[src/rtl/i2c_regslave_pkg.sv]
package i2c_regslave_pkg;
   localparam int BYTE_W = 8;
   localparam int NSLOT  = 3;
   // index and writable-bit mask per implemented register, slot 0 in the low byte
   localparam logic [NSLOT*BYTE_W-1:0] SLOT_INDEX = {8'h03, 8'h01, 8'h00};
   localparam logic [NSLOT*BYTE_W-1:0] SLOT_MASK  = {8'h7F, 8'h0F, 8'hFF};

   typedef enum logic [3:0] {
      ST_IDLE, ST_DEV, ST_DEV_ACK, ST_PTR, ST_PTR_ACK,
      ST_WDAT, ST_WDAT_ACK, ST_RD, ST_WAIT
   } slv_state_e;
endpackage

[src/rtl/i2c_line_filter.sv]
module i2c_line_filter #(
   parameter int LINES       = 2,
   parameter int SYNC_STAGES = 2,
   parameter int FILT_LEN    = 3
) (
   input  logic             clk,
   input  logic             rst_n,
   input  logic [LINES-1:0] raw,
   output logic [LINES-1:0] filt
);
   if (SYNC_STAGES < 2) begin : g_bad_sync
      $error("SYNC_STAGES must be at least 2");
   end
   if (FILT_LEN < 2) begin : g_bad_filt
      $error("FILT_LEN must be at least 2");
   end

   for (genvar l = 0; l < LINES; l++) begin : g_line
      logic [SYNC_STAGES-1:0] sync_q;
      logic [FILT_LEN-1:0]    hist_q;
      logic                   out_q;

      always_ff @(posedge clk or negedge rst_n) begin
         if (!rst_n) begin
            sync_q <= '1;
            hist_q <= '1;
            out_q  <= 1'b1;
         end else begin
            sync_q <= {sync_q[SYNC_STAGES-2:0], raw[l]};
            hist_q <= {hist_q[FILT_LEN-2:0], sync_q[SYNC_STAGES-1]};
            if (&hist_q)       out_q <= 1'b1;
            else if (~|hist_q) out_q <= 1'b0;
         end
      end
      assign filt[l] = out_q;
   end
endmodule

[src/rtl/i2c_reg_bank.sv]
module i2c_reg_bank
   import i2c_regslave_pkg::*;
(
   input  logic              clk,
   input  logic              rst_n,
   input  logic              wr_en,
   input  logic [BYTE_W-1:0] idx,
   input  logic [BYTE_W-1:0] wr_data,
   output logic [BYTE_W-1:0] rd_data,
   output logic [BYTE_W-1:0] slot_q [NSLOT]
);
   for (genvar s = 0; s < NSLOT; s++) begin : g_slot
      localparam logic [BYTE_W-1:0] IDX  = SLOT_INDEX[s*BYTE_W +: BYTE_W];
      localparam logic [BYTE_W-1:0] MASK = SLOT_MASK[s*BYTE_W +: BYTE_W];
      always_ff @(posedge clk or negedge rst_n) begin
         if (!rst_n)                  slot_q[s] <= '0;
         else if (wr_en && idx == IDX) slot_q[s] <= wr_data & MASK;
      end
   end

   always_comb begin
      rd_data = '0;
      for (int s = 0; s < NSLOT; s++) begin
         if (idx == SLOT_INDEX[s*BYTE_W +: BYTE_W]) rd_data = slot_q[s];
      end
   end
endmodule

[src/rtl/i2c_slave_fsm.sv]
module i2c_slave_fsm
   import i2c_regslave_pkg::*;
#(
   parameter logic [6:0] DEV_ADDR = 7'h37
) (
   input  logic              clk,
   input  logic              rst_n,
   input  logic              scl_f,
   input  logic              sda_f,
   input  logic [BYTE_W-1:0] rd_data,
   output logic [BYTE_W-1:0] ptr,
   output logic              wr_en,
   output logic [BYTE_W-1:0] wr_data,
   output logic              sda_pull
);
   slv_state_e        state;
   logic [3:0]        bit_cnt;
   logic [BYTE_W-1:0] rx_sr, tx_sr;
   logic              rw_q, scl_d, sda_d;
   logic              scl_rise, scl_fall, start_det, stop_det, rx_phase, byte_done;

   assign scl_rise  = scl_f & ~scl_d;
   assign scl_fall  = ~scl_f & scl_d;
   assign start_det = scl_f & scl_d & sda_d & ~sda_f;
   assign stop_det  = scl_f & scl_d & ~sda_d & sda_f;
   assign byte_done = (bit_cnt == 4'd8);
   assign rx_phase  = (state == ST_DEV || state == ST_PTR || state == ST_WDAT) && !byte_done;
   assign wr_en     = (state == ST_WDAT) && scl_fall && byte_done && !start_det && !stop_det;
   assign wr_data   = rx_sr;

   always_ff @(posedge clk or negedge rst_n) begin
      if (!rst_n) begin
         state    <= ST_IDLE;
         bit_cnt  <= '0;
         rx_sr    <= '0;
         tx_sr    <= '0;
         ptr      <= '0;
         rw_q     <= 1'b0;
         sda_pull <= 1'b0;
         scl_d    <= 1'b1;
         sda_d    <= 1'b1;
      end else begin
         scl_d <= scl_f;
         sda_d <= sda_f;
         if (start_det) begin
            state    <= ST_DEV;
            bit_cnt  <= '0;
            sda_pull <= 1'b0;
         end else if (stop_det) begin
            state    <= ST_IDLE;
            sda_pull <= 1'b0;
         end else if (scl_rise && rx_phase) begin
            rx_sr   <= {rx_sr[BYTE_W-2:0], sda_f};
            bit_cnt <= bit_cnt + 4'd1;
         end else if (scl_fall) begin
            case (state)
               ST_DEV: if (byte_done) begin
                  bit_cnt <= '0;
                  if (rx_sr[7:1] == DEV_ADDR) begin
                     sda_pull <= 1'b1;
                     rw_q     <= rx_sr[0];
                     state    <= ST_DEV_ACK;
                  end else begin
                     state <= ST_WAIT;
                  end
               end
               ST_DEV_ACK: begin
                  bit_cnt <= '0;
                  if (rw_q) begin
                     tx_sr    <= rd_data;
                     sda_pull <= ~rd_data[BYTE_W-1];
                     state    <= ST_RD;
                  end else begin
                     sda_pull <= 1'b0;
                     state    <= ST_PTR;
                  end
               end
               ST_PTR: if (byte_done) begin
                  ptr      <= rx_sr;
                  sda_pull <= 1'b1;
                  bit_cnt  <= '0;
                  state    <= ST_PTR_ACK;
               end
               ST_PTR_ACK: begin
                  sda_pull <= 1'b0;
                  state    <= ST_WDAT;
               end
               ST_WDAT: if (byte_done) begin
                  sda_pull <= 1'b1;
                  bit_cnt  <= '0;
                  state    <= ST_WDAT_ACK;
               end
               ST_WDAT_ACK: begin
                  sda_pull <= 1'b0;
                  state    <= ST_WAIT;
               end
               ST_RD: begin
                  if (bit_cnt == 4'd7) begin
                     sda_pull <= 1'b0;
                     state    <= ST_WAIT;
                  end else begin
                     tx_sr    <= {tx_sr[BYTE_W-2:0], 1'b0};
                     sda_pull <= ~tx_sr[BYTE_W-2];
                     bit_cnt  <= bit_cnt + 4'd1;
                  end
               end
               default: ;
            endcase
         end
      end
   end
endmodule

[src/rtl/i2c_regslave.sv]
module i2c_regslave
   import i2c_regslave_pkg::*;
#(
   parameter logic [6:0] DEV_ADDR    = 7'h37,
   parameter int         SYNC_STAGES = 2,
   parameter int         FILT_LEN    = 3
) (
   input  logic       clk,
   input  logic       chip_en,
   input  logic       scl_in,
   input  logic       sda_in,
   output logic       sda_pull,
   output logic [7:0] cfg0_o,
   output logic [7:0] cfg1_o,
   output logic [7:0] cfg3_o
);
   logic [1:0]        line_filt;
   logic              scl_filt, sda_filt, wr_en;
   logic [BYTE_W-1:0] ptr, wr_data, rd_data;
   logic [BYTE_W-1:0] slot_q [NSLOT];

   i2c_line_filter #(.LINES(2), .SYNC_STAGES(SYNC_STAGES), .FILT_LEN(FILT_LEN)) u_filt (
      .clk(clk), .rst_n(chip_en), .raw({scl_in, sda_in}), .filt(line_filt));
   assign scl_filt = line_filt[1];
   assign sda_filt = line_filt[0];

   i2c_slave_fsm #(.DEV_ADDR(DEV_ADDR)) u_fsm (
      .clk(clk), .rst_n(chip_en), .scl_f(scl_filt), .sda_f(sda_filt),
      .rd_data(rd_data), .ptr(ptr), .wr_en(wr_en), .wr_data(wr_data),
      .sda_pull(sda_pull));

   i2c_reg_bank u_bank (
      .clk(clk), .rst_n(chip_en), .wr_en(wr_en), .idx(ptr),
      .wr_data(wr_data), .rd_data(rd_data), .slot_q(slot_q));

   assign cfg0_o = slot_q[0];
   assign cfg1_o = slot_q[1];
   assign cfg3_o = slot_q[2];
endmodule

[config.mk]
export PLATFORM = sky130hd
export DESIGN_NAME = i2c_regslave
export DESIGN_NICKNAME = d
export VERILOG_FILES = /design/src/rtl/i2c_regslave_pkg.sv /design/src/rtl/i2c_line_filter.sv /design/src/rtl/i2c_reg_bank.sv /design/src/rtl/i2c_slave_fsm.sv /design/src/rtl/i2c_regslave.sv
export SDC_FILE = /design/constraint.sdc
export NUM_CORES = 1
export LEC_CHECK = 0
export BUFFER_PORTS_ARGS = -buffer_cell sky130_fd_sc_hd__buf_2
export CAP_MARGIN = 0
export CORE_UTILIZATION = 30
export DETAILED_ROUTE_END_ITERATION = 12
export HOLD_SLACK_MARGIN = 0.15
export PLACE_DENSITY = 0.57
export SETUP_SLACK_MARGIN = 0.3
export SLEW_MARGIN = 20
export SYNTH_ARGS = -nofsm -noshare
export SYNTH_HDL_FRONTEND = slang
export SYNTH_SLANG_ARGS = --single-unit
[constraint.sdc]
create_clock -name clk -period 5.9 [get_ports clk]
set_clock_uncertainty 0.05 [all_clocks]
set_input_delay 0 -clock clk [delete_from_list [all_inputs] [get_ports clk]]
set_output_delay 0 -clock clk [all_outputs]
set_load 0.005 [all_outputs]
# After elaboration in Yosys (flattened, before gate mapping)
# Index checks and enable logic that the tools add are counted.
dict set report totals {
  ff_bits 66
  latch_bits 0
  ramBits 0
  rom_bits 0
  inputBits 4
  output_inout_bits 25
  wordCells 134
  memories 0
}
dict set report classes {
  addsub 1
  mul 0
  div_mod_pow 0
  order_cmp 0
  n_eq_ne 26
  shifts 0
  n_mux 38
  n_bitwise 16
  reduce_logical 35
}
# op count
set ops {}
lappend ops {{$mux W4} 15}
lappend ops {{$pmux W4 S7} 1}
lappend ops {{$mux W8} 3}
lappend ops {{$ne A4 B1 Y1 const B} 6}
lappend ops {{$reduce_and A7 Y1} 3}
lappend ops {{$eq A4 B3 Y1 const B} 5}
lappend ops {{$mux W7} 2}
lappend ops {{$pmux W7 S2} 1}
lappend ops {{$mux W1} 13}
lappend ops {{$pmux W4 S3} 1}
lappend ops {{$reduce_and A6 Y1} 2}
lappend ops {{$logic_and A1 B1 Y1} 9}
lappend ops {{$not A1 Y1} 9}
lappend ops {{$reduce_and A3 Y1} 3}
lappend ops {{$reduce_bool A9 Y1} 1}
lappend ops {{$reduce_or A3 Y1} 3}
lappend ops {{$eq A4 B2 Y1 const B} 2}
lappend ops {{$eq A8 B1 Y1 const B} 1}
lappend ops {{$eq A8 B2 Y1 const B} 1}
lappend ops {{$logic_not A8 Y1} 1}
lappend ops {{$ne A2 B1 Y1 const B} 4}
lappend ops {{$ne A4 B2 Y1 const B} 2}
lappend ops {{$and A1 B1 Y1} 7}
lappend ops {{$eq A7 B6 Y1 const B} 1}
lappend ops {{15 further kinds} 20}

# Longest topological paths before layout
# Gate-level depths: netlist of the first run.
dict set report logic_depth {
  ltp_word 11
  mapped_depth 8
}

# Hierarchy
# A second synthesis of the first run with hierarchy kept.
dict set report unflattened {
  hier_cells 266
  hier_area_um2 3180.6
}
# module instances cells_per_inst area_each_um2 seq_area_each_um2
set modules_own_cells {}
lappend modules_own_cells {i2c_slave_fsm 1 160 1790.5 878.3}
lappend modules_own_cells {i2c_reg_bank 1 84 1022.2 475.5}
lappend modules_own_cells {i2c_line_filter 1 22 367.9 315.3}

# Worst setup path after synthesis of the first run
# OpenSTA, ideal clock, no wires.
dict set report synth_path {
  path_type {flip-flop to flip-flop}
  start {register u_fsm.bit_cnt[0]}
  end {register u_bank.slot_q[16] (netlist bit)}
  setup_time_ns 0.125
  arrival_ns 1.771
  slack_ns 3.954
  stages_incl_launch_ff 9
  cell_sequence {dfrtp_1 inv_1 ha_1 nand3b_4 nor3_2 and4b_1 and2_1 buf_4 mux2_2}
}
dict set report synth_via {
  elab_chain_cells 5
}
# element line
set synth_lines {}
lappend synth_lines {{start: declaration} i2c_slave_fsm.sv:17} ;# logic [3:0] bit_cnt;
lappend synth_lines {{start signal: assignment} i2c_slave_fsm.sv:54} ;# bit_cnt <= bit_cnt + 4'd1;
lappend synth_lines {{start signal: assignment} i2c_slave_fsm.sv:104} ;# bit_cnt <= bit_cnt + 4'd1;
lappend synth_lines {{$eq A4 B4 Y1} i2c_slave_fsm.sv:26} ;# assign byte_done = (bit_cnt == 4'd8);
lappend synth_lines {{$logic_and A1 B1 Y1 (3 in a row)} i2c_slave_fsm.sv:28} ;# assign wr_en = (state == ST_WDAT) && scl_fall && byte_done && !start_det && !stop_det;
lappend synth_lines {{$logic_and A1 B1 Y1} i2c_reg_bank.sv:17} ;# else if (wr_en && idx == IDX) slot_q[s] <= wr_data & MASK;
lappend synth_lines {{end signal: indexed assignment} i2c_reg_bank.sv:17}
lappend synth_lines {{end: declaration} i2c_reg_bank.sv:10} ;# output logic [BYTE_W-1:0] slot_q [NSLOT]
# No other way between the ends.
# A chain may end at the register's enable or synchronous reset.

# Worst setup path in the final report of the first run
dict set report layout_path {
  start {register u_fsm.state[1]}
  end {register u_fsm.tx_sr[0]}
}
dict set report layout_via {
  elab_chain_cells 7
  word_cells_on_any_way 15
  classes_between {7 x eq/ne; 1 x mux; 1 x bitwise; 6 x reduce/logical}
}
# element line
set layout_lines {}
lappend layout_lines {{start: declaration} i2c_slave_fsm.sv:16} ;# slv_state_e state;
lappend layout_lines {{start signal: assignment} i2c_slave_fsm.sv:33} ;# state <= ST_IDLE;
lappend layout_lines {{start signal: assignment} i2c_slave_fsm.sv:46} ;# state <= ST_DEV;
lappend layout_lines {{start signal: assignment} i2c_slave_fsm.sv:50} ;# state <= ST_IDLE;
lappend layout_lines {{$eq A4 B1 Y1 / $eq A4 B2 Y1 (equally long branches)} i2c_slave_fsm.sv:27} ;# assign rx_phase = (state == ST_DEV || state == ST_PTR || state == ST_WDAT) && !byte_done;
lappend layout_lines {{$logic_or A1 B1 Y1 (2 in a row)} i2c_slave_fsm.sv:27}
lappend layout_lines {{$logic_and A1 B1 Y1} i2c_slave_fsm.sv:27}
lappend layout_lines {{$logic_and A1 B1 Y1} i2c_slave_fsm.sv:52} ;# end else if (scl_rise && rx_phase) begin
lappend layout_lines {{$not A1 Y1 (no line)} n/a}
lappend layout_lines {{$reduce_and A7 Y1 (no line)} n/a}
lappend layout_lines {{end signal: assignment} i2c_slave_fsm.sv:70} ;# tx_sr <= rd_data;
lappend layout_lines {{end signal: assignment} i2c_slave_fsm.sv:102} ;# tx_sr <= {tx_sr[BYTE_W-2:0], 1'b0};
lappend layout_lines {{end: declaration} i2c_slave_fsm.sv:18} ;# logic [BYTE_W-1:0] rx_sr, tx_sr;
# Parallel ways exist; a longest one is shown, timed or not.

==> metrics.txt, run 1 <==
# TYPE chip_impl_metric gauge
chip_impl_metric{name="cp_max_fo",unit=""} 14
chip_impl_metric{name="post_synth.cell_area_avg",unit="µm²"} 11.1
chip_impl_metric{name="setup_total_negative_slack",unit="ns"} 0
chip_impl_metric{name="setup_viol",unit=""} 0
chip_impl_metric{name="numClockSinks",unit=""} 66
chip_impl_info{name="hp-start",value="sda_in"} 1
chip_impl_metric{name="dr.first_iter.drc_count",unit=""} 170
chip_impl_info{name="setup_repair_after_global_routing_missed_its_margin",value="false"} 1
chip_impl_metric{name="clock_tree.buffer_depth",unit=""} 2
chip_impl_metric{name="p_sw",unit="W"} 0.000351
chip_impl_metric{name="dp.cells",unit=""} 424
chip_impl_metric{name="timing.hold.worst_path_depth",unit=""} 2
chip_impl_metric{name="fraction_of_layout_instances_using_a_drive_strength_above_1",unit="%"} 30.0
chip_impl_metric{name="crit_arrival",unit="ns"} 2.50
chip_impl_info{name="clockRootBuffer",value="clkbuf_8"} 1
chip_impl_metric{name="final_number_of_hold_violating_endpoints",unit=""} 0
chip_impl_metric{name="synth_sequential_area_ratio",unit="%"} 53.9
chip_impl_metric{name="synth-async-reset-ratio",unit="%"} 100
chip_impl_metric{name="final.fill_count",unit=""} 969
chip_impl_metric{name="fin_crit",unit="ns"} 2.28
chip_impl_metric{name="max_slew_margin",unit="%"} 44.1
chip_impl_metric{name="timing.critical_path.required",unit="ns"} 6.12
chip_impl_metric{name="cts_buffers",unit=""} 9
chip_impl_metric{name="postCtsSetupRepairBufs",unit=""} 0
chip_impl_metric{name="p_leak",unit="nW"} 1.68
chip_impl_metric{name="power.sequential.fraction",unit="%"} 51.7
chip_impl_metric{name="global_placement_routability_congestion",unit=""} 0.801
chip_impl_metric{name="antenna_violations_before_repair",unit=""} 0
chip_impl_metric{name="die_h",unit="µm"} 104
chip_impl_info{name="cp-start-kind",value="flip-flop"} 1
chip_impl_metric{name="route.antenna.remaining_nets",unit=""} 0
chip_impl_metric{name="p_int",unit="W"} 0.000762
chip_impl_metric{name="synthDistinctLibCells",unit=""} 53
chip_impl_metric{name="cts.htree.levels",unit=""} 3
chip_impl_metric{name="fp.dieW",unit="µm"} 104
chip_impl_metric{name="r2r.worst_path.cells",unit=""} 5
chip_impl_info{name="crit_path_end_kind",value="flip-flop"} 1
chip_impl_metric{name="post_layout_nonfiller_instances",unit=""} 443
chip_impl_metric{name="final-seq-area",unit="µm²"} 1670
chip_impl_info{name="timing.rr.end",value="u_fsm.tx_sr[0]$_DFFE_PN0P_"} 1
chip_impl_info{name="regToRegStartpoint",value="u_fsm.state[1]$_DFFE_PN0P_"} 1
chip_impl_metric{name="cts.reportedPaths.clkPinSlew",unit="ns"} 0.08
chip_impl_metric{name="grt_pass1_vias",unit=""} 2115
chip_impl_metric{name="power.density",unit="nW/µm²"} 316
chip_impl_info{name="hold_class",value="input port to flip-flop"} 1
chip_impl_metric{name="fp-row-count",unit=""} 36
chip_impl_metric{name="vias_per_cell",unit=""} 4.83
chip_impl_metric{name="power_switching_share",unit="%"} 31.5
chip_impl_metric{name="comb_power_share",unit="%"} 14.5
chip_impl_metric{name="multiInputGateArea",unit="µm²"} 1310
chip_impl_metric{name="timing.final.max_slew_violations",unit=""} 0
chip_impl_metric{name="half_perimeter_wire_length_after_placement",unit="mm"} 4.28
chip_impl_metric{name="worst-slew-pin-transition",unit="ns"} 0.839
chip_impl_info{name="tritoncts_clock_tree",value="built"} 1
chip_impl_metric{name="via_count",unit=""} 2138
chip_impl_metric{name="num_antenna_cells",unit=""} 0
chip_impl_metric{name="dieArea",unit="µm²"} 10700
chip_impl_metric{name="area_delta_synth_final",unit="%"} 13.8
chip_impl_metric{name="initial_core_util",unit="%"} 31.4
chip_impl_metric{name="drv.max_cap_violation_count",unit=""} 0
chip_impl_metric{name="post-route-period-util",unit="%"} 38.7
chip_impl_metric{name="dr.pass1.iters",unit=""} 4
chip_impl_metric{name="syn_area",unit="µm²"} 3090
chip_impl_metric{name="fmax",unit="MHz"} 438
chip_impl_metric{name="top_level_ports",unit=""} 29
chip_impl_metric{name="whs",unit="ns"} 0.250
chip_impl_metric{name="grt_use_total",unit="%"} 12.8
chip_impl_metric{name="ff2ff_setup_slack",unit="ns"} 3.62
chip_impl_metric{name="grt_pass1_wl",unit="mm"} 10.7
chip_impl_metric{name="number_of_enable_flip_flop_cells_after_synthesis",unit=""} 0
chip_impl_metric{name="mean_routed_wirelength_per_cell",unit="µm"} 14.3
chip_impl_metric{name="yosys_warnings",unit=""} 0
chip_impl_metric{name="vdd.ir_drop.worst",unit="µV"} 117
chip_impl_metric{name="buffer_ports.inserted",unit=""} 23
chip_impl_metric{name="fp.coreArea",unit="µm²"} 9860
chip_impl_metric{name="route.detailed.drc",unit=""} 0
chip_impl_metric{name="power_frac_clock",unit="%"} 33.8
chip_impl_metric{name="synth.ff_latch_count",unit=""} 66
chip_impl_metric{name="drt-total-wl",unit="mm"} 6.31
chip_impl_metric{name="grt_remaining_overflow",unit=""} 0
chip_impl_info{name="status",value="completed"} 1
chip_impl_metric{name="clock_latency",unit="ns"} 0.34
chip_impl_info{name="timing.hold.worst_endpoint",value="u_filt.g_line[0].sync_q[0]$_DFF_PN1_"} 1
chip_impl_metric{name="design.final.nets",unit=""} 311
chip_impl_metric{name="grt_max_degree",unit=""} 67
chip_impl_info{name="category_of_the_most_critical_setup_path",value="flip-flop to flip-flop"} 1
chip_impl_metric{name="postSynthCellCount",unit=""} 280
chip_impl_info{name="synth_top_flop_cell",value="dfrtp_1"} 1
-- Yosys cell counts, types with 2 or more instances --
master,number,area share (%)
and2_1,2,0.40
nor3_1,7,1.1
buf_4,7,1.7
buf_2,3,0.49
and4b_1,2,0.65
nor2_1,18,2.2
o21ai_0,14,2.3
ha_1,2,0.81
nand2_1,37,4.5
nand2b_1,2,0.40
mux2i_1,5,1.6
inv_1,7,0.85
nor2b_1,5,1.0
clkbuf_1,6,0.73
and3b_1,2,0.57
a21oi_1,16,2.6
dfrtp_1,52,42
mux2_2,28,10
a21o_1,2,0.49
nand3_1,6,0.97
nand4_1,3,0.61
a31oi_1,3,0.61
a22oi_1,6,1.5
and3_1,3,0.61
dfstp_2,14,12
-- metrics by stage --
step	setup slack (ns)	total power, W	utilization, %	area, µm²
after floorplan	3.95	0.000690	-	3110
after global placement	3.64	0.000738	33.4	3300
after detailed placement	3.63	0.000744	33.4	3300
after CTS	3.60	0.00113	35.7	3520
after global routing	3.29	0.00118	35.7	3520
final	3.62	0.00111	35.7	3520
-- final cells by class --
class,instances,share of cell area (%)
clock buffer,9,3.52
clock inverter,7,1.99
inverter,7,0.746
multi-input combinational,194,37.3
sequential,66,47.4
tap,133,4.73
timing repair buffer,27,4.34
-- sequential cells by signal (all words and copies together) (netlist names) --
register	flops
u_fsm.ptr	8
u_filt.g_line.out_q	2
u_fsm.wr_data	8
u_fsm.rw_q	1
u_fsm.tx_sr	7
u_fsm.sda_d	1
u_filt.g_line.hist_q	6
u_filt.g_line.sync_q	4
u_fsm.sda_pull	1
u_fsm.bit_cnt	4
u_fsm.state	4
u_bank.slot_q	19
u_fsm.scl_d	1
-- power groups by stage --
stage,combinational (W),sequential [W],clock (W)
finish,0.000161,0.000576,0.000376
global route,0.000184,0.000587,0.000408
CTS,0.000162,0.000575,0.000389
detailed placement,0.000160,0.000584,0
global placement,0.000157,0.000581,0
floorplan,0.000144,0.000545,0
-- layout by cell type (no fill, tap or decap), drive strengths merged, types with 3 or more instances in the layout --
master	netlist	final
dfrtp	52	52
nand2	37	37
mux2	28	28
buf	11	24
nor2	18	18
a21oi	17	17
o21ai	14	14
dfstp	14	14
clkbuf	6	9
nor3	8	8
inv	7	7
nand3	7	7
a22oi	6	6
nor2b	5	5
mux2i	5	5
conb	1	5
clkinv	0	5
a31oi	4	4
and3	3	3
nand4	3	3
dlygate4sd3	0	3
nand2b	3	3
-- timing repair --
action | 4_1_cts | 5_1_grt
hold endpoints to repair | 54 | 0
hold buffers | 3 | 0
resized for setup | 0 | 0
-- critical path, stage by stage, from the launching register on --
cell and delay (ns):
dfrtp_1 0.59, and4b_1 0.58, nand2_1 0.23, a21oi_2 0.50, nand3_1 0.15, o21ai_0 0.10
-- cell families after synthesis --
group	Yosys count	synth area share, %
AO/OA/AOI/OAI	54	12.0
XOR/XNOR	1	0.283
adder cells (fa/ha/maj)	2	0.809
buffers and inverters	24	4.12
flip-flops	66	53.9
multiplexers	33	11.8
other	1	0.121
AND/OR/NAND/NOR	99	16.9
-- layer usage --
metal	vias up	GRT usage [%]	wire length, µm	part of all wire [%]
met4	0	7.66	163	2.6
li1	1029	-	-	-
met1	1057	17.5	3120	49
met2	39	18.9	2880	46
met5	-	0	0	0
met3	13	2.14	157	2.5
-- how the worst max path moves through the flow --
stage / start / to / slack (ns)
global route: u_fsm.state[1]$_DFFE_PN0P_ / u_fsm.tx_sr[0]$_DFFE_PN0P_ / 3.29
detailed placement: u_fsm.state[3]$_DFFE_PN0P_ / u_fsm.tx_sr[0]$_DFFE_PN0P_ / 3.63
floorplan: u_fsm.bit_cnt[0]$_DFFE_PN0P_ / u_bank.slot_q[16]$_DFFE_PN0P_ / 3.95
finish: u_fsm.state[1]$_DFFE_PN0P_ / u_fsm.tx_sr[0]$_DFFE_PN0P_ / 3.62
global placement: u_fsm.bit_cnt[0]$_DFFE_PN0P_ / u_bank.slot_q[18]$_DFFE_PN0P_ / 3.64
CTS: u_fsm.bit_cnt[0]$_DFFE_PN0P_ / u_bank.slot_q[22]$_DFFE_PN0P_ / 3.60
No activity file was read; power rests on OpenSTA's default activity.
==> run 2: changes to the inputs <==
--- a/config.mk
+++ b/config.mk
@@ -10,7 +10,7 @@
 export CORE_UTILIZATION = 30
 export DETAILED_ROUTE_END_ITERATION = 12
 export HOLD_SLACK_MARGIN = 0.15
-export PLACE_DENSITY = 0.57
+export PLACE_DENSITY = 0.59
 export SETUP_SLACK_MARGIN = 0.3
 export SLEW_MARGIN = 20
 export SYNTH_ARGS = -nofsm -noshare
==> constraint.sdc (replaced) <==
create_clock -name clk -period 1.9 [get_ports clk]
set_clock_uncertainty 0.05 [all_clocks]
set_input_delay 0 -clock clk [delete_from_list [all_inputs] [get_ports clk]]
set_output_delay 0 -clock clk [all_outputs]
set_load 0.005 [all_outputs]
==> run 2 against run 1 <==
Against the previous run:
- non-clock buffer count grew 35
- first-iteration DRC count shrank 37%
- final cell count up 7.9%
- routed wire length up 14%
- clock power rose to 3.0 times the previous value
- clock-buffer cell count stayed put
- power grew to 3.4 times the previous value
- sequential cell count unchanged
- critical path depth grew 2
- largest cell class unchanged
- largest power group unchanged
==> metrics.txt, run 2 (synthesis results as in run 1) <==
# TYPE chip_impl_metric gauge
chip_impl_info{name="crit_path_end_kind",value="flip-flop"} 1
chip_impl_metric{name="clock_tree.buffer_depth",unit=""} 2
chip_impl_metric{name="fp.coreArea",unit="µm²"} 9860
chip_impl_info{name="crit_family",value="compound AO/OA/AOI/OAI gates"} 1
chip_impl_metric{name="numClockSinks",unit=""} 66
chip_impl_metric{name="grt_max_degree",unit=""} 35
chip_impl_metric{name="grt_pass1_wl",unit="mm"} 11.8
chip_impl_metric{name="die_h",unit="µm"} 104
chip_impl_metric{name="cp_max_fo",unit=""} 3
chip_impl_metric{name="mean_routed_wirelength_per_cell",unit="µm"} 15.0
chip_impl_metric{name="timing.final.max_slew_violations",unit=""} 0
chip_impl_metric{name="r2r.worst_path.cells",unit=""} 7
chip_impl_metric{name="layout_setup_ws",unit="ns"} 0.00683
chip_impl_metric{name="fin_crit",unit="ns"} 1.89
chip_impl_metric{name="global_placement_routability_congestion",unit=""} 0.826
chip_impl_metric{name="dpl_worst_slack",unit="ns"} -0.0706
chip_impl_info{name="max_flop_register",value="u_bank.slot_q"} 1
chip_impl_info{name="regToRegStartpoint",value="u_fsm.bit_cnt[1]$_DFFE_PN0P_"} 1
chip_impl_metric{name="final_number_of_hold_violating_endpoints",unit=""} 0
chip_impl_info{name="crit_start",value="u_fsm.bit_cnt[1]$_DFFE_PN0P_"} 1
chip_impl_metric{name="dr.pass1.iters",unit=""} 6
chip_impl_metric{name="antenna_violations_before_repair",unit=""} 0
chip_impl_metric{name="buffer_ports.inserted",unit=""} 23
chip_impl_info{name="mostFrequentLayoutCell",value="dfrtp_1"} 1
chip_impl_metric{name="buf_inv_stages_crit_path",unit=""} 1
chip_impl_metric{name="clock_latency",unit="ns"} 0.34
chip_impl_info{name="setup_repair_after_global_routing_missed_its_margin",value="true"} 1
chip_impl_metric{name="setup_viol",unit=""} 0
chip_impl_metric{name="cts_buffers",unit=""} 9
chip_impl_info{name="hold_class",value="input port to async pin"} 1
chip_impl_metric{name="drt-total-wl",unit="mm"} 7.18
chip_impl_info{name="most_used_cells_in_the_layout_excluding_fill_and_tap_cells",value="dfrtp_1, nand2_1, buf_2, buf_4, mux2_4"} 1
chip_impl_metric{name="fp-row-count",unit=""} 36
chip_impl_info{name="critPathCapture",value="u_fsm.bit_cnt[2]$_DFFE_PN0P_"} 1
chip_impl_metric{name="cts.htree.levels",unit=""} 3
chip_impl_metric{name="grt_use_total",unit="%"} 13.8
chip_impl_metric{name="power.density",unit="nW/µm²"} 921
chip_impl_metric{name="initial_core_util",unit="%"} 31.4
chip_impl_metric{name="route.detailed.drc",unit=""} 0
chip_impl_metric{name="area_delta_synth_final",unit="%"} 31.4
chip_impl_metric{name="largest_reg_flops",unit=""} 19
chip_impl_metric{name="dr.first_iter.drc_count",unit=""} 107
chip_impl_metric{name="vias_per_cell",unit=""} 4.82
chip_impl_metric{name="top_level_ports",unit=""} 29
chip_impl_metric{name="fraction_of_layout_instances_using_a_drive_strength_above_1",unit="%"} 47.0
chip_impl_info{name="timing.rr.end",value="u_fsm.bit_cnt[2]$_DFFE_PN0P_"} 1
chip_impl_metric{name="dieArea",unit="µm²"} 10700
chip_impl_metric{name="fp.dieW",unit="µm"} 104
chip_impl_metric{name="num_antenna_cells",unit=""} 0
chip_impl_metric{name="utilization",unit="%"} 41.2
chip_impl_info{name="cpMaxStageDelayCell",value="dfrtp_1"} 1
chip_impl_info{name="cp-start-kind",value="flip-flop"} 1
chip_impl_info{name="tritoncts_clock_tree",value="built"} 1
chip_impl_metric{name="post-route-period-util",unit="%"} 99.6
chip_impl_metric{name="p_leak",unit="nW"} 1.92
chip_impl_metric{name="grt_remaining_overflow",unit=""} 0
chip_impl_metric{name="drv.max_cap_violation_count",unit=""} 0
chip_impl_metric{name="path_depth",unit=""} 7
chip_impl_metric{name="design.final.nets",unit=""} 346
chip_impl_metric{name="grt_pass1_vias",unit=""} 2335
chip_impl_info{name="status",value="completed"} 1
chip_impl_metric{name="crit_arrival",unit="ns"} 2.07
chip_impl_metric{name="max_slew_margin",unit="%"} 57.7
chip_impl_metric{name="via_count",unit=""} 2302
chip_impl_metric{name="vdd.ir_drop.worst",unit="µV"} 308
chip_impl_metric{name="fmax",unit="MHz"} 528
chip_impl_metric{name="cts.reportedPaths.clkPinSlew",unit="ns"} 0.08
chip_impl_metric{name="ff2ff_setup_slack",unit="ns"} 0.007
chip_impl_metric{name="worst-slew-pin-transition",unit="ns"} 0.634
chip_impl_metric{name="route.antenna.remaining_nets",unit=""} 0
chip_impl_info{name="cp_cell_sequence",value="buf_6 > ha_2 > and3b_2 > a221oi_2 > a21oi_2 > a21boi_4 > a221o_1"} 1
chip_impl_metric{name="timing.critical_path.required",unit="ns"} 2.08
chip_impl_info{name="category_of_the_most_critical_setup_path",value="flip-flop to flip-flop"} 1
chip_impl_metric{name="half_perimeter_wire_length_after_placement",unit="mm"} 4.91
chip_impl_metric{name="slowest_delay",unit="ns"} 0.40
chip_impl_info{name="clockRootBuffer",value="clkbuf_8"} 1
## run 2: per-layer routing
metal,up-vias,share of wire (%),routed length [µm],global-route usage [%]
li1,1105,-,-,-
met1,1161,48,3460,18.8
met2,28,48,3460,21.7
met3,8,2.2,160,2.20
met4,0,1.5,105,6.21
met5,-,0,0,0
## run 2: how the worst min path moves through the flow
stage	from	to	slack [ns]	cells past startpoint
final	chip_en	u_filt.g_line[0].hist_q[1]$_DFF_PN1_	0.24	2
after global routing	sda_in	u_filt.g_line[0].sync_q[0]$_DFF_PN1_	0.25	2
after CTS	chip_en	u_filt.g_line[0].hist_q[1]$_DFF_PN1_	0.24	2
after detailed placement	chip_en	u_bank.slot_q[2]$_DFFE_PN0P_	-0.05	1
after global placement	chip_en	u_bank.slot_q[2]$_DFFE_PN0P_	-0.05	1
after floorplan	chip_en	u_bank.slot_q[0]$_DFFE_PN0P_	-0.35	0
## run 2: cell type report
| class | count | area (µm²) |
|---|---|---|
| Sequential cell | 66 | 1680 |
| Inverter | 7 | 26.3 |
| Clock buffer | 9 | 124 |
| Fill cell | 937 | 5800 |
| Tap cell | 133 | 166 |
| Clock inverter | 7 | 60.1 |
| Multi-Input combinational cell | 194 | 1530 |
| Timing Repair Buffer | 62 | 483 |
## run 2: through the flow
step | total power (W) | cell area, µm² | hold slack (ns) | setup TNS, ns | cells
after detailed placement | 0.00246 | 3590 | -0.0470 | -0.525 | 452
after floorplan | 0.00216 | 3170 | -0.346 | 0 | 284
final | 0.00374 | 4070 | 0.239 | 0 | 478
after global routing | 0.00393 | 4070 | 0.250 | -0.931 | 478
after CTS | 0.00364 | 3900 | 0.238 | 0 | 473
after global placement | 0.00245 | 3590 | -0.0536 | -0.0549 | 452
## run 2: worst reg2reg max path, stage by stage (launching register included)
cell	delay [ns]
dfrtp_1	0.40
buf_6	0.12
ha_2	0.16
and3b_2	0.21
a221oi_2	0.28
a21oi_2	0.09
a21boi_4	0.16
a221o_1	0.32
## run 2: repair_timing
item,in CTS,in global routing
setup endpoints to repair,44,66
resized for setup,22,36
buffers inserted,1,5
hold buffers,4,0
endpoints found under the hold margin,60,0
pin swaps,11,20
## run 2: report_power, final
part,leakage [nW],total [W],switching (W),internal [W]
clock,0.0844,0.00111,0.000620,0.000493
sequential,0.854,0.00174,0.000183,0.00156
combinational,0.979,0.000889,0.000475,0.000414
total,1.92,0.00374,0.00128,0.00247
==> run 3: changes to the inputs <==
--- a/config.mk
+++ b/config.mk
@@ -10,7 +10,7 @@
 export CORE_UTILIZATION = 30
 export DETAILED_ROUTE_END_ITERATION = 12
 export HOLD_SLACK_MARGIN = 0.15
-export PLACE_DENSITY = 0.59
+export PLACE_DENSITY = 0.57
 export SETUP_SLACK_MARGIN = 0.3
 export SLEW_MARGIN = 20
 export SYNTH_ARGS = -nofsm -noshare
==> constraint.sdc (replaced) <==
create_clock -name clk -period 2.4 [get_ports clk]
set_clock_uncertainty 0.05 [all_clocks]
set_input_delay 0 -clock clk [delete_from_list [all_inputs] [get_ports clk]]
set_output_delay 0 -clock clk [all_outputs]
set_load 0.005 [all_outputs]
==> run 3 against run 2 <==
Against the previous run:
- fmax is 6.3% lower
- largest cell class unchanged
- design area decreased by 11%
- highest routed layer unchanged
- worst setup slack improved by 0.37 ns
- non-clock buffer count down 30
- worst hold slack worse by 0.057 ns
==> metrics.txt, run 3 (synthesis results as in run 1) <==
# TYPE chip_impl_metric gauge
chip_impl_info{name="status",value="completed"} 1
chip_impl_metric{name="drt-total-wl",unit="mm"} 6.31
chip_impl_metric{name="timing.critical_path.required",unit="ns"} 2.58
chip_impl_metric{name="final_number_of_hold_violating_endpoints",unit=""} 0
chip_impl_metric{name="cts.htree.levels",unit=""} 3
chip_impl_info{name="category_of_the_most_critical_setup_path",value="flip-flop to flip-flop"} 1
chip_impl_metric{name="post-route-period-util",unit="%"} 84.2
chip_impl_metric{name="max_slew_margin",unit="%"} 53.7
chip_impl_metric{name="clock_latency",unit="ns"} 0.35
chip_impl_metric{name="cp_max_fo",unit=""} 5
chip_impl_metric{name="num_antenna_cells",unit=""} 0
chip_impl_metric{name="timing.final.max_slew_violations",unit=""} 0
chip_impl_metric{name="worst-slew-pin-transition",unit="ns"} 0.694
chip_impl_metric{name="setup_viol",unit=""} 0
chip_impl_metric{name="postLayoutCellArea",unit="µm²"} 3600
chip_impl_metric{name="cts.reportedPaths.clkPinSlew",unit="ns"} 0.08
chip_impl_metric{name="grt_use_total",unit="%"} 12.8
chip_impl_metric{name="clock_tree.buffer_depth",unit=""} 2
chip_impl_metric{name="post_dp_cell_area",unit="µm²"} 3330
chip_impl_metric{name="route.antenna.remaining_nets",unit=""} 0
chip_impl_metric{name="crit_arrival",unit="ns"} 2.20
chip_impl_metric{name="via_count",unit=""} 2120
chip_impl_metric{name="setup_total_negative_slack",unit="ns"} 0
chip_impl_metric{name="top_level_ports",unit=""} 29
chip_impl_metric{name="layout_setup_ws",unit="ns"} 0.380
chip_impl_metric{name="numClockSinks",unit=""} 66
chip_impl_metric{name="design.final.nets",unit=""} 316
chip_impl_metric{name="dieArea",unit="µm²"} 10700
chip_impl_info{name="tritoncts_clock_tree",value="built"} 1
chip_impl_metric{name="vdd.ir_drop.worst",unit="µV"} 318
chip_impl_metric{name="cts_buffers",unit=""} 9
chip_impl_metric{name="fin_crit",unit="ns"} 2.02
chip_impl_metric{name="grt_remaining_overflow",unit=""} 0
chip_impl_metric{name="route.detailed.drc",unit=""} 0
chip_impl_metric{name="final-seq-area",unit="µm²"} 1670
chip_impl_metric{name="vias_per_cell",unit=""} 4.73
chip_impl_metric{name="fp.coreArea",unit="µm²"} 9860
chip_impl_metric{name="power.density",unit="nW/µm²"} 797
chip_impl_metric{name="area_delta_synth_final",unit="%"} 16.5
chip_impl_metric{name="grt_pass1_vias",unit=""} 2091
chip_impl_metric{name="whs",unit="ns"} 0.181
chip_impl_metric{name="mean_routed_wirelength_per_cell",unit="µm"} 14.1
chip_impl_metric{name="dr.pass1.iters",unit=""} 4
chip_impl_info{name="cp_cell_sequence",value="inv_1 > ha_2 > nand3b_4 > nor3_4 > and4b_2 > and3b_2 > mux2_2"} 1
chip_impl_metric{name="slowest_delay",unit="ns"} 0.42
chip_impl_metric{name="p_leak",unit="nW"} 1.72
chip_impl_metric{name="dpl_worst_slack",unit="ns"} 0.198
chip_impl_metric{name="multiInputGateArea",unit="µm²"} 1330
chip_impl_metric{name="p_total",unit="W"} 0.00287
chip_impl_metric{name="dr.first_iter.drc_count",unit=""} 111
chip_impl_info{name="max_flop_register",value="u_bank.slot_q"} 1
chip_impl_info{name="clockRootBuffer",value="clkbuf_8"} 1
chip_impl_info{name="hold_class",value="input port to async pin"} 1
chip_impl_info{name="setup_repair_after_global_routing_missed_its_margin",value="false"} 1
chip_impl_metric{name="global_placement_routability_congestion",unit=""} 0.844
chip_impl_metric{name="fp.dieW",unit="µm"} 104
chip_impl_metric{name="grt_pass1_wl",unit="mm"} 10.8
chip_impl_metric{name="buffer_ports.inserted",unit=""} 23
chip_impl_metric{name="drv.max_cap_violation_count",unit=""} 0
chip_impl_metric{name="final.fill_count",unit=""} 975
chip_impl_info{name="cp-start-kind",value="flip-flop"} 1
chip_impl_metric{name="antenna_violations_before_repair",unit=""} 0
chip_impl_info{name="most_used_cells_in_the_layout_excluding_fill_and_tap_cells",value="dfrtp_1, nand2_1, mux2_2"} 1
chip_impl_metric{name="initial_core_util",unit="%"} 31.4
chip_impl_metric{name="postCtsSetupRepairBufs",unit=""} 0
chip_impl_info{name="cpMaxStageDelayCell",value="dfrtp_1"} 1
chip_impl_metric{name="largest_reg_flops",unit=""} 19
chip_impl_metric{name="fraction_of_layout_instances_using_a_drive_strength_above_1",unit="%"} 33.0
chip_impl_metric{name="fmax",unit="MHz"} 495
chip_impl_metric{name="half_perimeter_wire_length_after_placement",unit="mm"} 4.53
chip_impl_metric{name="fp-row-count",unit=""} 36
chip_impl_metric{name="die_h",unit="µm"} 104
chip_impl_info{name="mostFrequentLayoutCell",value="dfrtp_1"} 1
chip_impl_info{name="crit_path_end_kind",value="flip-flop"} 1
chip_impl_metric{name="grt_max_degree",unit=""} 32
-- run 3: cell types whose count changed in the layout (fill, tap and decap cells not counted), moves of 3 or more --
| cell | before | now |
|---|---|---|
| dfrtp_1 | 47 | 50 |
| mux2_4 | 19 | 0 |
| buf_4 | 23 | 6 |
| dfrtp_2 | 5 | 2 |
| nor2_1 | 15 | 18 |
| clkinvlp_4 | 3 | 0 |
| mux2_2 | 9 | 28 |
| nand2_1 | 27 | 37 |
| nand2_2 | 9 | 0 |
| buf_6 | 10 | 0 |
-- run 3: worst paths after layout --
kind	startpoint	endpoint	slack, ns	depth (start not counted)
worst max-delay path	u_fsm.bit_cnt[0]$_DFFE_PN0P_	u_bank.slot_q[9]$_DFFE_PN0P_	0.38	7
worst min-delay path	chip_en	u_bank.slot_q[21]$_DFFE_PN0P_	0.18	2
worst max register to register	u_fsm.bit_cnt[0]$_DFFE_PN0P_	u_bank.slot_q[9]$_DFFE_PN0P_	0.38	7
worst min register to register	u_filt.g_line[0].sync_q[0]$_DFF_PN1_	u_filt.g_line[0].sync_q[1]$_DFF_PN1_	0.31	0
max in group asynchronous	chip_en	u_filt.g_line[0].hist_q[2]$_DFF_PN1_	1.32	3
min in group clk	sda_in	u_filt.g_line[0].sync_q[0]$_DFF_PN1_	0.24	2
-- run 3: stage by stage --
| step | util, % | cells |
|---|---|---|
| 2_1_floorplan | - | 284 |
| 3_3_place_gp | 33.8 | 429 |
| 3_5_place_dp | 33.8 | 429 |
| 4_1_cts | 36.4 | 448 |
| 5_1_grt | 36.5 | 448 |
| 6_report | 36.5 | 448 |
-- run 3: per-layer routing --
layer | track usage, % | wire length, µm | vias to the layer above
met5 | 0 | 0 | -
met4 | 5.90 | 116 | 0
met3 | 3.40 | 201 | 10
met2 | 18.9 | 2800 | 32
met1 | 17.4 | 3190 | 1034
li1 | - | - | 1044
-- run 3: worst max-delay path: cells and delay by family, from the launching register on --
family        cells  cell delay (ns)
simple gates      4             0.81
fa+ha+maj         1             0.19
mux               1             0.35
buf+inv           1             0.08
flops             1             0.42
-- run 3: power breakdown --
part	total (W)	internal, W	leakage (nW)	switching [W]
Clock	0.00105	0.000594	0.114	0.000459
Combinational	0.000416	0.000178	0.746	0.000238
Sequential	0.00140	0.00123	0.860	0.000173
Total	0.00287	0.00200	1.72	0.000869
-- run 3: final cells by class --
type                       instances  share of cell area [%]
sequential                        66                    46.4
multi-input combinational        194                    36.8
timing repair buffer              32                    5.28
tap                              133                    4.62
clock buffer                       9                    3.44
clock inverter                     7                    2.78
inverter                           7                   0.729
-- run 3: timing repair --
action | in CTS | in global routing
hold buffers | 3 | 0
gates resized for setup | 2 | 6
hold endpoints to repair | 31 | 0
endpoints found under the setup margin | 12 | 18
pin swaps | 0 | 2
